==> config.mk <==
export PLATFORM = sky130hd
export DESIGN_NAME = ovl_detect
export DESIGN_NICKNAME = d
export VERILOG_FILES = /design/src/rtl/ovl_pkg.sv /design/src/rtl/ovl_chan_detect.sv /design/src/rtl/ovl_hold_timer.sv /design/src/rtl/ovl_detect.sv
export SDC_FILE = /design/constraint.sdc
export NUM_CORES = 1
export LEC_CHECK = 0
export BUFFER_PORTS_ARGS = -buffer_cell sky130_fd_sc_hd__buf_2
export CORE_MARGIN = 2
export CORE_UTILIZATION = 42
export CTS_CLUSTER_DIAMETER = 120
export DETAILED_ROUTE_END_ITERATION = 7
export PLACE_DENSITY_LB_ADDON = 0.3
export SLEW_MARGIN = 10
export SYNTH_ARGS = -nofsm -noshare
export SYNTH_HDL_FRONTEND = slang
export SYNTH_SLANG_ARGS = --single-unit
==> constraint.sdc <==
create_clock -name clk -period 1.74 [get_ports clk]
set_input_delay 0.261 -clock clk [delete_from_list [all_inputs] [get_ports clk]]
set_output_delay 0.261 -clock clk [all_outputs]
set_load 0.005 [all_outputs]
==> src/rtl/ovl_pkg.sv <==
package ovl_pkg;

  localparam int NUM_CH = 2;

  // Threshold = floor((largest positive code) * num / 2^shift)
  function automatic longint ovl_thresh(input int width, input int num, input int shift);
    longint full;
    full = (longint'(1) <<< (width - 1)) - 1;
    return (full * num) >>> shift;
  endfunction

endpackage

==> src/rtl/ovl_chan_detect.sv <==
module ovl_chan_detect #(
  parameter int              W      = 24,
  parameter logic [W-1:0]    THRESH = '0
) (
  input  logic [W-1:0] smp,
  output logic         over
);

  localparam logic [W-1:0] MIN_CODE = {1'b1, {(W-1){1'b0}}};
  localparam logic [W-1:0] MAX_POS  = {1'b0, {(W-1){1'b1}}};

  logic [W-1:0] mag;

  // absolute value; the most negative code clamps to the largest positive code
  always_comb begin
    if (smp == MIN_CODE)
      mag = MAX_POS;
    else if (smp[W-1])
      mag = (~smp) + 1'b1;
    else
      mag = smp;
  end

  assign over = (mag > THRESH);

  // saturated magnitude never has its sign bit set
  always_comb begin
    p_mag_pos_r4: assert (mag[W-1] == 1'b0);
  end

endmodule

==> src/rtl/ovl_hold_timer.sv <==
module ovl_hold_timer #(
  parameter int HOLD = 512
) (
  input  logic clk,
  input  logic rst,
  input  logic beat,
  input  logic hit,
  output logic flag
);

  localparam int             CW   = $clog2(HOLD + 1);
  localparam logic [CW-1:0]  LOAD = CW'(HOLD);
  localparam logic [CW-1:0]  ONE  = CW'(1);

  logic [CW-1:0] cnt;

  always_ff @(posedge clk) begin
    if (rst) begin
      cnt  <= '0;
      flag <= 1'b0;
    end else if (beat) begin
      if (hit) begin
        cnt  <= LOAD;
        flag <= 1'b1;
      end else if (cnt != '0) begin
        cnt  <= cnt - ONE;
        flag <= (cnt != ONE);
      end
    end
  end

  p_reload_r6: assert property (@(posedge clk) disable iff (rst)
    (beat && hit) |=> (cnt == LOAD && flag));

  p_step_r5: assert property (@(posedge clk) disable iff (rst)
    (beat && !hit && cnt != '0) |=> (cnt == $past(cnt) - ONE));

  p_idle_r7: assert property (@(posedge clk) disable iff (rst)
    (!beat) |=> ($stable(cnt) && $stable(flag)));

  p_flag_cnt_r5: assert property (@(posedge clk) disable iff (rst)
    flag == (cnt != '0));

  p_rst_r1: assert property (@(posedge clk)
    $past(rst) |-> (!flag && cnt == '0));

endmodule

==> src/rtl/ovl_detect.sv <==
module ovl_detect #(
  parameter int SAMPLE_W   = 24,
  parameter int HOLD_BEATS = 512,
  parameter int THR_NUM    = 7,
  parameter int THR_SHIFT  = 3
) (
  input  logic                clk,
  input  logic                rst,
  input  logic                in_valid,
  output logic                in_ready,
  input  logic [SAMPLE_W-1:0] in_left,
  input  logic [SAMPLE_W-1:0] in_right,
  output logic                ovl_flag
);

  import ovl_pkg::*;

  localparam longint             THR_L  = ovl_thresh(SAMPLE_W, THR_NUM, THR_SHIFT);
  localparam logic [SAMPLE_W-1:0] THRESH = SAMPLE_W'(THR_L);

  logic [SAMPLE_W-1:0] smp_arr [NUM_CH];
  logic [NUM_CH-1:0]   over_vec;
  logic                hit;
  logic                beat;

  assign smp_arr[0] = in_left;
  assign smp_arr[1] = in_right;

  generate
    for (genvar ch = 0; ch < NUM_CH; ch++) begin : g_ch
      ovl_chan_detect #(
        .W      (SAMPLE_W),
        .THRESH (THRESH)
      ) u_det (
        .smp  (smp_arr[ch]),
        .over (over_vec[ch])
      );
    end
  endgenerate

  assign in_ready = 1'b1;
  assign beat     = in_valid & in_ready;
  assign hit      = |over_vec;

  ovl_hold_timer #(
    .HOLD (HOLD_BEATS)
  ) u_hold (
    .clk  (clk),
    .rst  (rst),
    .beat (beat),
    .hit  (hit),
    .flag (ovl_flag)
  );

  p_set_r2: assert property (@(posedge clk) disable iff (rst)
    (in_valid && hit) |=> ovl_flag);

  p_novalid_r7: assert property (@(posedge clk) disable iff (rst)
    (!in_valid && !ovl_flag) |=> !ovl_flag);

endmodule

==> results of run 1 <==
cell usage in the layout (no fill, tap or decap), drive strengths merged, types with 2 or more instances in the layout:
cell type,instances
and3,2
and2,2
buf,62
nand3,4
nor2,11
ha,4
o31ai,2
nand2,15
nand4b,3
o21ai,7
nor4b,3
dfxtp,11
inv,8
nor3,9
nor4,9
nor3b,2
a21oi,5
clkbuf,4
a31oi,3
and4,2
stage by stage:
stage	instances	area, µm²	power (mW)	hold WS, ps	util (%)
final	211	1266	1.732	319.9	63.89
after global routing	211	1266	1.892	330.8	63.89
after CTS	209	1240	1.602	317.6	62.56
after detailed placement	205	1214	1.426	475.6	61.24
after global placement	205	1214	1.372	478.3	61.24
after floorplan	122	883.3	1.111	364.5	-
layout make-up:
type	instances	share of cell area, %
Tap cell	27	2.668
Inverter	8	2.372
Clock buffer	4	2.075
Multi-Input combinational cell	99	48.81
Sequential cell	11	17.39
Timing Repair Buffer	62	26.68
power breakdown:
group / internal (mW) / switching, mW
combinational: 0.546 / 0.550
clock: 0.0887 / 0.0883
sequential: 0.349 / 0.109
worst paths after layout:
path / end / depth (start not counted)
worst max-delay path: u_hold.cnt[9]$_SDFFE_PP0P_ / 10
worst min-delay path: u_hold.cnt[0]$_SDFFE_PP0P_ / 2
worst max register to register: u_hold.cnt[7]$_SDFFE_PP0P_ / 7
worst min register to register: u_hold.cnt[9]$_SDFFE_PP0P_ / 2
metal layers:
metal / track usage (%) / share of wire, % / vias to the layer above
li1: - / - / 578
met1: 23.09 / 41 / 542
met2: 40.67 / 53 / 46
met3: 3.030 / 6.0 / 4
met4: 8.796 / 0.65 / 0
met5: 0 / 0 / -
kinds of logic after synthesis:
logic type	count (synthesis)
compound gates	26
fa+ha+maj	4
buf+inv	12
flops	11
other cells	1
simple gates	68
worst register-to-register path, stage by stage, from the launching register on:
cell and delay, ps:
dfxtp_1 420, inv_1 100, ha_1 240, nand4_1 260, nand2_1 140, o21ai_0 210
a22oi_2 70, nor2_1 90
sequential cells by signal, indices dropped and copies added, names as in the netlist:
signal	cells
u_hold.cnt	10
u_hold.flag	1
timing repair:
item / CTS / global route
setup endpoints to repair: 0 / 4
buffers inserted: 0 / 2
gates resized for setup: 0 / 2
==> metrics.cfg, run 1 <==
[outcome]
outcome=completed

[timing]
skew_ps=2.291
setup_ws_ps=75.79
period_minus_slack_ps=1664
setup_viol=0
slew_violations=0
rsz0062_at_grt=false
fin_tns_setup_ps=0
min_period_over_period_pct=95.64
max_freq_mhz=600.9
hold_viol=0

[power]
leakagePower_nw=0.5744
p_per_area_nw_per_um2=1368
peakVddDrop_mv=0.6270

[synthesis]
synth_top_family_by_area=simple AND/OR/NAND/NOR gates
synthArstFlopShare_pct=0
synth_area_leader_cell=dfxtp_1
syn-cell-area_um2=883.3
yosysTopAreaCellShare_pct=24.93
synth_compound_area_share_pct=19.26
synth_simple_gate_area_share_pct=43.34
syn_nets=177
synth_area_leaders=dfxtp_1, nand2_1, nor4_1
ys.flop_type=dfxtp_1
yosys.cell_types.count=39
synth-adder-area-share_pct=5.666
yosys_warnings=0
synth_xor_xnor_area_share_pct=0
yosysMostFrequentCell=nand2_1
synthCells=122
netlist_top_cells_count=nand2_1, dfxtp_1, nor2_1, nor4_1, inv_1
avgSynthCellArea_um2=7.241
synth_mux_area_share_pct=0
ys_seq_area_share_pct=24.93
synth-seq-cells=11
synth_edf_count=0

[critical_path]
slowest_stage=nor3_1
critPathKind=input port to register
r2r_setup_slack_ps=140
cp-start-kind=input port
max_stage_delay_ps=320
startpoint=in_left[0]
regToRegStartpoint=u_hold.cnt[0]$_SDFFE_PP0P_
cp_data_arrival_time_ps=1850
crit_chain=buf_2 > inv_1 > ha_1 > nor4b_1 > a2bb2oi_1 > nor3_1 > nor3_2 > buf_4 > a211o_1 > o31ai_1
crit_family=simple AND/OR/NAND/NOR gates
crit_path_end_kind=register
crit_fanout=6
cp.required_ps=1930
cp.buffers_inverters=3

[flow_run]
maxCapViolCount=0

[floorplanning]
die_h_um=49.86
core.rowCount=16
initial_core_util_pct=44.57
io_pins=53
die_width_um=49.86
die_area_um2=2486
core_um2=1982

[grt]
grt_max_degree=15
gr-total-overflow=0
antenna_found_initial=0
grt_pass1_vias=1068
grt_use_total_pct=21.33
grt_pass1_wl_mm=4.202

[cts]
cts-hold-fix-buffers=0
insertion_delay_ps=270
clk_pin_slew_worst_paths_ps=70
clock-sinks=11
h-tree-depth=1
cts-root-buf=clkbuf_4
cts_made_buffers=3
cts_buffer_depth=2
cts_tree=built

[drt]
vias=1170
drc=0
dr.pass1.iters=4
routed_wl_mm=2.633
drt_iter0_drc=24
ant_nets=0
routedWlPerCell_um=12.48
drt-vias-per-instance=5.545

[layout]
nNetsFinal=240
n_antenna_cell=0
multiInputGateArea_um2=618.1
seqCellArea_um2=220.2
synthToLayoutAreaGrowth_pct=43.34
drive_gt1_share_pct=37.50
fillers=180

[place]
io_buffer_count=51
place_hpwl_mm=2.145
pre_cts_slack_ps=-194.2
place.gp.congestion=0.8887

[min_path]
hold_start=rst
hold_class=input port to register

No activity file was read; power rests on OpenSTA's default activity.
==> run 2, diff against run 1 <==
Settings changed: CORE_UTILIZATION 42 to 44, CTS_BUF_LIST from default to sky130_fd_sc_hd__clkbuf_4.
==> metrics.cfg, run 2 (synthesized netlist as in run 1, its figures left out) <==
[min_path]
hold_start=rst
holdPathStages=2  ; unchanged
hold_class=input port to register

[timing]
slew_headroom_pct=66.88
worst_pin_slew_ps=489.0
setup_ws_ps=165.1  ; +89.36 ps
hold_viol=0  ; unchanged
skew_ps=2.235  ; -0.05501 ps
setup_viol=0  ; unchanged
slew_violations=0  ; unchanged
period_minus_slack_ps=1575  ; -89.36 ps
min_period_over_period_pct=90.51  ; -5.1 points
rsz0062_at_grt=false
max_freq_mhz=635.0  ; +5.7%
fin_tns_setup_ps=0  ; unchanged
whs_ps=316.9  ; -3.015 ps

[grt]
grt_use_met2_pct=39.73  ; -0.94 points
grt_max_degree=15  ; unchanged
met3_usage_pct=2.761  ; -0.27 points
grt_pass1_vias=1045  ; -2.2%
grt_util_met1_pct=25.29  ; +2.2 points
gr-total-overflow=0  ; unchanged
grt_use_total_pct=21.38  ; +0.049 points
gr-max-usage-layer=met2
antenna_found_initial=0  ; unchanged
grt_pass1_wl_mm=4.153  ; -1.2%

[place]
placed_cells=201  ; -2.0%
place_hpwl_mm=1.943  ; -9.4%
io_buffer_count=51  ; unchanged
pre_cts_slack_ps=-287.1  ; -92.90 ps
place.gp.congestion=0.8346  ; -6.1%
dpl_cell_area_um2=1184  ; -2.5%

[drt]
routedWlPerCell_um=11.84  ; -5.1%
dr.pass1.iters=4  ; unchanged
vias=1157  ; -1.1%
drc=0  ; unchanged
routed_wl_mm=2.451  ; -6.9%
ant_nets=0  ; unchanged
drt-vias-per-instance=5.589  ; +0.80%
drt_iter0_drc=31  ; +29%

[layout]
n_antenna_cell=0  ; unchanged
stdcell_count=207  ; -1.9%
synthToLayoutAreaGrowth_pct=41.64
final_cell_mix=buf_2, nand2_1, nor2_1, dfxtp_1, nor4_1
regMostFlops=u_hold.cnt
nNetsFinal=236  ; -1.7%
largest_reg_flops=10  ; unchanged
fin_util_pct=65.10  ; +1.2 points
fillers=176  ; -2.2%
reg.largest.list=u_hold.cnt: 10 flops, u_hold.flag: 1 flops
final_common_cell=buf_2
final_area_um2=1251  ; -1.2%
drive_gt1_share_pct=37.22  ; -0.28 points

[critical_path]
max_stage_delay_ps=400  ; +80 ps
startpoint=u_hold.cnt[0]$_SDFFE_PP0P_
reg2reg_depth=7  ; unchanged
crit_family=simple AND/OR/NAND/NOR gates
critPathKind=register to register
cp_num_cells=7  ; -3
regToRegStartpoint=u_hold.cnt[0]$_SDFFE_PP0P_
cp_data_arrival_time_ps=1780  ; -70 ps
crit_fanout=6  ; unchanged
crit_chain=inv_1 > ha_1 > nand4_1 > nand2_1 > o21ai_0 > a22oi_2 > nor2_1
cp-start-kind=register
cp.buffers_inverters=1  ; -2
cp.required_ps=1950  ; +20 ps
slowest_stage=dfxtp_1
crit_path_end_kind=register

[cts]
clk_pin_slew_worst_paths_ps=70  ; about the same
h-tree-depth=1  ; unchanged
insertion_delay_ps=270  ; about the same
cts_buffer_depth=2  ; unchanged
cts-hold-fix-buffers=0  ; unchanged
clock-sinks=11  ; unchanged
cts_tree=built
cts_made_buffers=3  ; unchanged
cts-root-buf=clkbuf_4

[floorplanning]
initial_core_util_pct=45.96  ; +1.4 points
die_area_um2=2382  ; -4.2%
core.rowCount=16  ; unchanged
core_um2=1922  ; -3.0%
die_h_um=48.81  ; -2.1%
io_pins=53  ; unchanged
die_width_um=48.81  ; -2.1%

[power]
p_per_area_nw_per_um2=1391  ; +1.7%
leakagePower_nw=0.5621  ; -2.1%
totalPowerFinal_mw=1.740  ; +0.48%
peakVddDrop_mv=0.6343  ; +1.2%

[outcome]
outcome=completed

[flow_run]
maxCapViolCount=0  ; unchanged

==> run 2: final timing paths <==
path | slack, ps | end
worst min-delay path | 320 | u_hold.cnt[2]$_SDFFE_PP0P_
worst min register to register | 490 | u_hold.cnt[9]$_SDFFE_PP0P_
worst max-delay path | 170 | u_hold.cnt[7]$_SDFFE_PP0P_
worst max register to register | 170 | u_hold.cnt[7]$_SDFFE_PP0P_
==> run 2: metal layers <==
| metal | wire [µm] | vias to the layer above | share of wire (%) |
|---|---|---|---|
| li1 | - | 571 | - |
| met1 | 936 | 532 | 38 |
| met2 | 1320 | 48 | 54 |
| met3 | 169 | 6 | 6.9 |
| met4 | 26 | 0 | 1.1 |
| met5 | 0 | - | 0 |
==> run 2: area by class of cell <==
cell class                 count  area (µm²)  area share (%)
clock buffer                   4       30.03           2.400
tap                           27       33.78           2.700
inverter                       8       30.03           2.400
multi-input combinational     99       629.4           50.30
sequential                    11       220.2           17.60
timing repair buffer          58       307.8           24.60
==> run 2: report_power, final <==
part	internal [mW]	switching (mW)	total [mW]	leakage (nW)
registers	0.349	0.113	0.463	0.0901
clock network	0.104	0.0871	0.191	0.0184
logic	0.532	0.554	1.09	0.454
total	0.986	0.754	1.74	0.562
==> run 2: timing repair <==
action                                  4_1_cts  5_1_grt
pin swaps                                     0        1
gates resized for setup                       1        3
buffers inserted                              0        2
endpoints found under the setup margin        1        8
==> run 2: worst reg2reg max path, delay by kind of cell, from the launching register on <==
kind	cells	cell delay, ps
adders and majority gates	1	240
DFF	1	400
AOI/OAI and AO/OA	2	350
buffers and inverters	1	90
and+or+nand+nor	3	430
